--- src/rtl/pgm_host_seq.sv ---
module pgm_host_seq #(
  parameter int ADDR_W     = 17,
  parameter int PAGE_WORDS = 128,
  parameter int PHASE_CLKS = 3,
  parameter int RST_CLKS   = 4,
  parameter int PWR_CLKS   = 2_000_000,
  parameter int WR_CLKS    = 500_000,
  parameter int MAX_TRIES  = 4,
  parameter bit SKIP_BLANK = 1'b1
) (
  input  logic              clk,
  input  logic              rst_n,
  input  logic              start,
  input  logic [ADDR_W-1:0] base_addr,
  output logic              word_req,
  input  logic              word_valid,
  input  logic [15:0]       word_data,
  input  logic              miso,
  output logic              sck,
  output logic              mosi,
  output logic              tgt_rst,
  output logic              done,
  output logic              error
);
  localparam int OFF_W = (PAGE_WORDS > 1) ? $clog2(PAGE_WORDS) : 1;
  localparam int TRY_W = $clog2(MAX_TRIES + 1);
  localparam logic [31:0] PH_M1  = 32'(PHASE_CLKS - 1);
  localparam logic [31:0] RST_M1 = 32'(RST_CLKS - 1);
  localparam logic [31:0] PWR_M1 = 32'(PWR_CLKS - 1);
  localparam logic [31:0] WR_M1  = 32'(WR_CLKS - 1);
  localparam logic [OFF_W-1:0] OFF_LAST = OFF_W'(PAGE_WORDS - 1);
  localparam logic [TRY_W-1:0] TRY_LAST = TRY_W'(MAX_TRIES - 1);
  localparam logic [23:0] PG_MASK = ~24'(PAGE_WORDS - 1);

  typedef enum logic [3:0] {
    S_IDLE, S_RST, S_PWR, S_XFER, S_CHK, S_EXT, S_GETW,
    S_HI, S_NEXT, S_WAIT, S_DONE, S_ERR
  } st_t;

  st_t              st, ret;
  logic [31:0]      cnt, sr;
  logic [7:0]       rx, ext_q, whi;
  logic [4:0]       bitn;
  logic             sck_q, enabled, ext_ok;
  logic [OFF_W-1:0] off;
  logic [TRY_W-1:0] tries;
  logic [23:0]      base_q;

  wire [23:0] page_base = 24'(base_addr) & PG_MASK;
  wire [7:0]  off8      = 8'(off);
  wire        ext_need  = !ext_ok || (ext_q != base_q[23:16]);
  wire        blank     = SKIP_BLANK && (word_data == 16'hFFFF);

  assign sck      = sck_q;
  assign mosi     = sr[31];
  assign tgt_rst  = (st == S_RST);
  assign word_req = (st == S_GETW);
  assign done     = (st == S_DONE);
  assign error    = (st == S_ERR);

  always_ff @(posedge clk or negedge rst_n) begin
    if (!rst_n) begin
      st <= S_IDLE;  ret <= S_IDLE;  cnt <= '0;  sr <= '0;  rx <= '0;
      bitn <= '0;  sck_q <= 1'b0;  off <= '0;  tries <= '0;
      enabled <= 1'b0;  ext_ok <= 1'b0;  ext_q <= '0;  whi <= '0;  base_q <= '0;
    end else begin
      case (st)
        S_IDLE: if (start) begin
          base_q <= page_base;
          off    <= '0;
          tries  <= '0;
          cnt    <= '0;
          st     <= enabled ? S_EXT : S_RST;
        end
        S_ERR: if (start) begin
          base_q <= page_base;
          off    <= '0;
          tries  <= '0;
          cnt    <= '0;
          st     <= S_RST;
        end
        S_RST: begin
          enabled <= 1'b0;
          ext_ok  <= 1'b0;
          if (cnt == RST_M1) begin
            cnt <= '0;
            st  <= S_PWR;
          end else cnt <= cnt + 1'b1;
        end
        S_PWR: if (cnt == PWR_M1) begin
          sr <= 32'hAC53_0000;  bitn <= '0;  cnt <= '0;
          ret <= S_CHK;  st <= S_XFER;
        end else cnt <= cnt + 1'b1;
        S_XFER: if (cnt == PH_M1) begin
          cnt <= '0;
          if (!sck_q) begin
            sck_q <= 1'b1;
            if (bitn[4:3] == 2'b10) rx <= {rx[6:0], miso};
          end else begin
            sck_q <= 1'b0;
            sr    <= {sr[30:0], 1'b0};
            if (bitn == 5'd31) st <= ret;
            else bitn <= bitn + 1'b1;
          end
        end else cnt <= cnt + 1'b1;
        S_CHK: begin
          cnt <= '0;
          if (rx == 8'h53) begin
            enabled <= 1'b1;
            tries   <= '0;
            st      <= S_EXT;
          end else if (tries == TRY_LAST) begin
            st <= S_ERR;
          end else begin
            tries <= tries + 1'b1;
            st    <= S_RST;
          end
        end
        S_EXT: if (ext_need) begin
          ext_ok <= 1'b1;
          ext_q  <= base_q[23:16];
          sr <= {8'h4D, 8'h00, base_q[23:16], 8'h00};  bitn <= '0;  cnt <= '0;
          ret <= S_GETW;  st <= S_XFER;
        end else st <= S_GETW;
        S_GETW: if (word_valid) begin
          whi <= word_data[15:8];
          if (blank) st <= S_NEXT;
          else begin
            sr <= {8'h40, 8'h00, off8, word_data[7:0]};  bitn <= '0;  cnt <= '0;
            ret <= S_HI;  st <= S_XFER;
          end
        end
        S_HI: begin
          sr <= {8'h48, 8'h00, off8, whi};  bitn <= '0;  cnt <= '0;
          ret <= S_NEXT;  st <= S_XFER;
        end
        S_NEXT: if (off == OFF_LAST) begin
          sr <= {8'h4C, base_q[15:8], base_q[7:0], 8'h00};  bitn <= '0;  cnt <= '0;
          ret <= S_WAIT;  st <= S_XFER;
        end else begin
          off <= off + 1'b1;
          st  <= S_GETW;
        end
        S_WAIT: if (cnt == WR_M1) begin
          cnt <= '0;
          st  <= S_DONE;
        end else cnt <= cnt + 1'b1;
        S_DONE: st <= S_IDLE;
        default: st <= S_IDLE;
      endcase
    end
  end
endmodule

--- config.mk ---
export PLATFORM = sky130hd
export DESIGN_NAME = pgm_host_seq
export DESIGN_NICKNAME = d
export VERILOG_FILES = /design/src/rtl/pgm_host_seq.sv
export SDC_FILE = /design/constraint.sdc
export NUM_CORES = 1
export LEC_CHECK = 0
export ABC_AREA = 0
export BUFFER_PORTS_ARGS = -buffer_cell sky130_fd_sc_hd__clkbuf_2
export CAP_MARGIN = 10
export CORE_MARGIN = 5
export CORE_UTILIZATION = 45
export DETAILED_ROUTE_END_ITERATION = 12
export GPL_TIMING_DRIVEN = 0
export SLEW_MARGIN = 15
export SYNTH_ARGS = -nofsm -noshare
export SYNTH_HDL_FRONTEND = slang
export SYNTH_SLANG_ARGS = --single-unit
--- constraint.sdc ---
create_clock -name clk -period 2.8 [get_ports clk]
set_input_delay 0.14 -clock clk [delete_from_list [all_inputs] [get_ports clk]]
set_output_delay 0.14 -clock clk [all_outputs]
set_load 0.005 [all_outputs]
**Word level (Yosys, flattened, before mapping)**

Cells that the tools add are included.
W data, S select, Z words.

- Equality and inequality tests: 39
- Div/mod/pow operators: 0
- Shift operators: 0
- Reduce and logical (&&, ||, !) cells: 26
- Magnitude comparators: 0
- Multipliers: 0
- $add $sub $neg: 4
- Muxes and demuxes: 61
- Bitwise operators: 1

Operator list:

| operator | count |
|---|---|
| $mux W32 | 16 |
| $pmux W32 S9 | 1 |
| $pmux W32 S6 | 1 |
| $mux W4 | 17 |
| $eq A32 B2 Y1 const B | 2 |
| $pmux W4 S11 | 1 |
| $mux W5 | 8 |
| $add A32 B1 Y32 const B | 1 |
| $eq A32 B19 Y1 const B | 1 |
| $eq A32 B21 Y1 const B | 1 |
| $pmux W5 S6 | 1 |
| $ne A2 B2 Y1 const B | 13 |
| $pmux W4 S5 | 1 |
| $mux W3 | 6 |
| $reduce_and A9 Y1 | 2 |
| $eq A16 B16 Y1 const B | 1 |
| $eq A4 B3 Y1 const B | 4 |
| $eq A4 B4 Y1 const B | 4 |
| $mux W7 | 2 |
| $pmux W7 S2 | 1 |
| $reduce_and A2 Y1 | 6 |
| $reduce_and A6 Y1 | 2 |
| $reduce_bool A9 Y1 | 1 |
| $eq A4 B2 Y1 const B | 2 |
| 26 further kinds | 36 |

- Memory bits (writable): 0
- Input bits: 38
- Memories: 0
- Memory bits (read-only): 0
- Latch bits: 0
- Register bits: 117

**Depth between registers and ports, before layout**

- Word-level depth: 5
- Mapped depth: 12

**Worst setup path after synthesis**

OpenSTA, ideal clock, no wires.

- Kind: register to register
- Start: reg st[1]
- End: reg sr[0]
- Data arrival time: 2186 ps
- Period minus slack after synthesis: 2311 ps
- Setup time: 125 ps
- Stages on the path, launching flop included: 10
- Path buffers: 3
- Path slack: 489 ps
- Data required time: 2675 ps
- Path through: dfrtp_1 buf_6 or4b_4 a31oi_4 a221oi_2 o21a_1 and2_4 buf_6 buf_6 mux2_4

- Word-level cells in the longest chain between the ends: 3

Ends and longest elaborated chain:

| what | line | RTL |
|---|---|---|
| start, declared | 40 | `st_t st, ret;` |
| start signal, assigned | 73 | `st <= enabled ? S_EXT : S_RST;` |
| start signal, assigned | 102 | `if (bitn == 5'd31) st <= ret;` |
| $eq A4 B3 Y1 (tied with other cells) | 67 | `case (st)` |
| $reduce_bool A6 Y1 (no line) (tied with other cells) | -- |  |
| $reduce_and A8 Y1 (no line) | -- |  |
| end signal, assigned | 101 | `sr <= {sr[30:0], 1'b0};` |
| end, declared | 41 | `logic [31:0] cnt, sr;` |

Parallel ways exist; a longest one is shown, timed or not.
A chain may end at the register's enable or synchronous reset.

**Worst setup path in the final report**

- Start: reg cnt[7]
- End: reg cnt[16]

- Word-level cells in the longest chain between the ends: 3

Ends and longest elaborated chain:

| what | line | RTL |
|---|---|---|
| start, declared | 41 |  |
| start signal, assigned | 88 | `end else cnt <= cnt + 1'b1;` |
| start signal, assigned | 93 | `end else cnt <= cnt + 1'b1;` |
| start signal, assigned | 105 | `end else cnt <= cnt + 1'b1;` |
| $add A32 B1 Y32 (tied with other cells) | -- |  |
| $mux W32 (on tied branches) | -- |  |
| $pmux W32 S9 (*) | 67 |  |

Every way passes the cells marked *; elsewhere a longest branch is shown, timed or not.

==> out/results.tsv <==
stage	metric	value	unit
logic_synthesis	synthCells	684	
worst_setup_path	critical_path.max_fanout	10	
pwr	pwr-share-clk	27.6	%
logic_synthesis	synth_compound_area_share	19.0	%
placed_design	postPlaceCellArea	6950	µm²
floorplanning	die_h	130	µm
hold_path	min_path_type	primary input to flop	
sta	whs	0.0816	ns
final_layout	most-common-layout-cells	dfrtp_1 (117), nand2_1 (87), nor2_1 (54), clkbuf_2 (41)	
clock_network	cts.sinks	117	
routing	first_iter_violations	428	
sta	hold_violations	0	
logic_synthesis	ys_async_sr_fraction	100	%
clock_network	cts_root_buf	clkbuf_16	
global_routing	grt_overflow	0	
pwr	switching_share	40.6	%
global_routing	grt_usage	22.4	%
logic_synthesis	synth_fa_ha_area_share	1.35	%
final_layout	drive_gt1_share	21.2	%
sta	min_period	2.74	ns
worst_setup_path	crit_required	3.08	ns
flow_run	drv_cap	0	
logic_synthesis	synth_ff_type	dfrtp_1	
floorplanning	placementRows	44	
status	status	completed	
final_layout	design_area	7850	µm²
clock_network	cts_made_buffers	17	
global_routing	grt_max_degree	66	
worst_setup_path	cp_common_cell	nor4_4	
logic_synthesis	ys_seq_elements	117	
worst_setup_path	path_cells	nor4_4 > nand4_1 > nor4_4 > o22ai_2 > clkbuf_1 > o21ai_0 > o211ai_1	
sta	clock.fmax	365	MHz
clock_network	cts_buffer_depth	2	
final_layout	mostFrequentLayoutCell	dfrtp_1	
logic_synthesis	synth_xor_area_share	1.08	%
final_layout	nets	806	
sta	finalMaxSlewViolations	0	
clock_network	clock_latency	0.43	ns
logic_synthesis	yosys_warnings	0	
sta	post-route-period-util	97.8	%
logic_synthesis	synth_top_family_by_area	simple AND/OR/NAND/NOR gates	
routing	route.detailed.drc	0	
sta	skew	0.00611	ns
routing	postRouteAntennaNets	0	
sta	rsz0062_at_grt	yes	
pwr	seqPwrFrac	28.4	%
pwr	combPwrFrac	43.9	%
final_layout	antenna_cells	0	
logic_synthesis	syn_nets	729	
final_layout	multi_input_area	3340	µm²
sta	maxSlewHeadroom	47.3	%
placed_design	dp_cells	905	
pwr	netSwitchingPower	3.42	mW
clock_network	cts_max_level	4	
routing	vias	5696	
final_layout	regArea	2930	µm²
global_routing	grt_pass1_wl	29.7	mm
worst_setup_path	crit_type	flop to flop	
final_layout	fillers	1302	
floorplanning	pin_count	44	
logic_synthesis	synth_mux_area_share	8.99	%
logic_synthesis	synth_area	6500	µm²
worst_setup_path	start_kind	flop	
worst_setup_path	max_stage_delay	0.47	ns
final_layout	finalNonFillerCells	957	
global_routing	grt_pass1_vias	5664	
floorplanning	fp.dieW	130	µm
logic_synthesis	ys_seq_area_share	45.0	%
floorplanning	floorplan.initialDensity	45.2	%
logic_synthesis	synth-edff-count	0	
sta	setup_violations	0	
pwr	p_per_area	1070	nW/µm²
placed_design	detailed_place_hpwl	12.6	mm
placed_design	io_buffers	36	
sta	worst_pin_slew	0.783	ns
pwr	peakVddDrop	0.534	mV
routing	drtPass1Iterations	5	
routing	wl_per_cell	19.0	µm
worst_setup_path	crit_arrival	3.02	ns
worst_setup_path	end_kind	flop	
routing	avgViaCountPerCell	5.95	
clock_network	path_clk_slew	0.05	ns
placed_design	place.gp.congestion	0.912	
routing	wirelength	18.2	mm
final_layout	area_growth	20.8	%
clock_network	cts_tree	done	
logic_synthesis	synthSimpleGateAreaFrac	19.9	%
pwr	internal-power	5.01	mW
logic_synthesis	syn_area_per_cell	9.50	µm²
floorplanning	design.die.area	16900	µm²
logic_synthesis	yosysUniqueCellTypes	63	
worst_setup_path	cpMaxStageDelayCell	dfrtp_1	
floorplanning	core_area	14400	µm²
pwr	leakage	3.41	nW
global_routing	antenna_found_initial	0	
==> Yosys cell counts, types with 9 or more instances <==
| master | count | area share [%] |
|---|---|---|
| and2_1 | 9 | 0.87 |
| a21oi_1 | 28 | 2.2 |
| clkbuf_1 | 20 | 1.2 |
| nor3_1 | 15 | 1.2 |
| nor2_1 | 54 | 3.1 |
| a22oi_1 | 16 | 1.8 |
| inv_1 | 27 | 1.6 |
| a31oi_1 | 9 | 0.87 |
| nand4_1 | 22 | 2.1 |
| dfrtp_1 | 117 | 45 |
| buf_2 | 12 | 0.92 |
| mux2_2 | 35 | 6.1 |
| o211ai_1 | 13 | 1.5 |
| and3_1 | 9 | 0.87 |
| nand3_1 | 20 | 1.5 |
| nor4_1 | 11 | 1.1 |
| o21ai_0 | 35 | 2.7 |
| nand2_1 | 87 | 5.0 |
| o22ai_1 | 14 | 1.3 |
| a22o_1 | 12 | 1.6 |
==> path summary, 6_finish.rpt <==
check                        startpoint  endpoint  slack (ns)  depth (start not counted)
max                              cnt[7]   cnt[16]        0.06                          7
min                        word_data[1]     sr[1]        0.08                          3
max reg2reg                      cnt[7]   cnt[16]        0.06                          7
min reg2reg                      ext_ok    ext_ok        0.50                          2
max in group asynchronous         rst_n     st[3]        1.89                          3
min in group asynchronous         rst_n     sr[1]        0.24                          2
==> power groups by stage <==
stage	registers, mW	logic (mW)	clock network, mW
2_1_floorplan	2.32	2.59	0
4_1_cts	2.39	3.66	2.36
6_report	2.39	3.70	2.33
5_1_grt	2.44	4.02	2.44
3_5_place_dp	2.41	3.61	0
3_3_place_gp	2.40	3.55	0
==> layout make-up <==
class                   instances  share of cell area (%)
clock inverters                 9                    1.91
multi-input cells             499                    42.5
plain buffers                  41                    2.63
repair buffers                 58                    5.40
clock buffers                  22                    6.04
inverters                      27                    1.29
flip-flops and latches        117                    37.3
well taps                     184                    2.93
==> sequential cells by signal, summed over array words and instances (netlist names) <==
signal / count
ext_ok: 1
sck: 1
off: 7
base_q: 10
ext_q: 1
enabled: 1
whi: 8
cnt: 32
tries: 3
ret: 4
bitn: 5
st: 4
sr: 32
rx: 8
==> what timing repair did <==
action | in CTS | in global routing
setup endpoints to repair | 77 | 66
hold endpoints to repair | 71 | 0
hold buffers | 20 | 0
pin swaps | 0 | 2
setup buffers | 0 | 1
resized for setup | 6 | 14
==> per-layer routing <==
metal | GRT usage [%] | vias to the layer above | part of all wire (%)
met5 | 0 | - | 0
met4 | 9.05 | 0 | 2.2
met3 | 4.75 | 33 | 4.9
met2 | 36.7 | 168 | 48
met1 | 29.0 | 2821 | 45
li1 | - | 2674 | -
==> stage by stage <==
stage	setup TNS (ns)	setup WS, ns	util, %	power, mW
global route	-0.121	-0.0966	54.6	8.89
detailed placement	-9.61	-0.282	48.3	6.02
global placement	-31.47	-0.272	48.1	5.94
finish	0	0.0624	54.6	8.43
CTS	0	0.000521	54.3	8.41
floorplan	0	0.489	-	4.91
==> critical path: cells and delay by family (launching register included) <==
kind,cells,cell delay [ns]
AND/OR/NAND/NOR,3,1.09
AO/OA/AOI/OAI,3,0.70
flip-flops,1,0.47
buffers and inverters,1,0.32
==> kinds of logic after synthesis <==
logic type                 count (synthesis)
and+or+nand+nor                          260
adders and majority gates                  7
AOI/OAI and AO/OA                        174
muxes                                     50
DFF                                      117
xor gates and xnor gates                   8
buffers and inverters                     68
(Power assumes the default switching activity.)
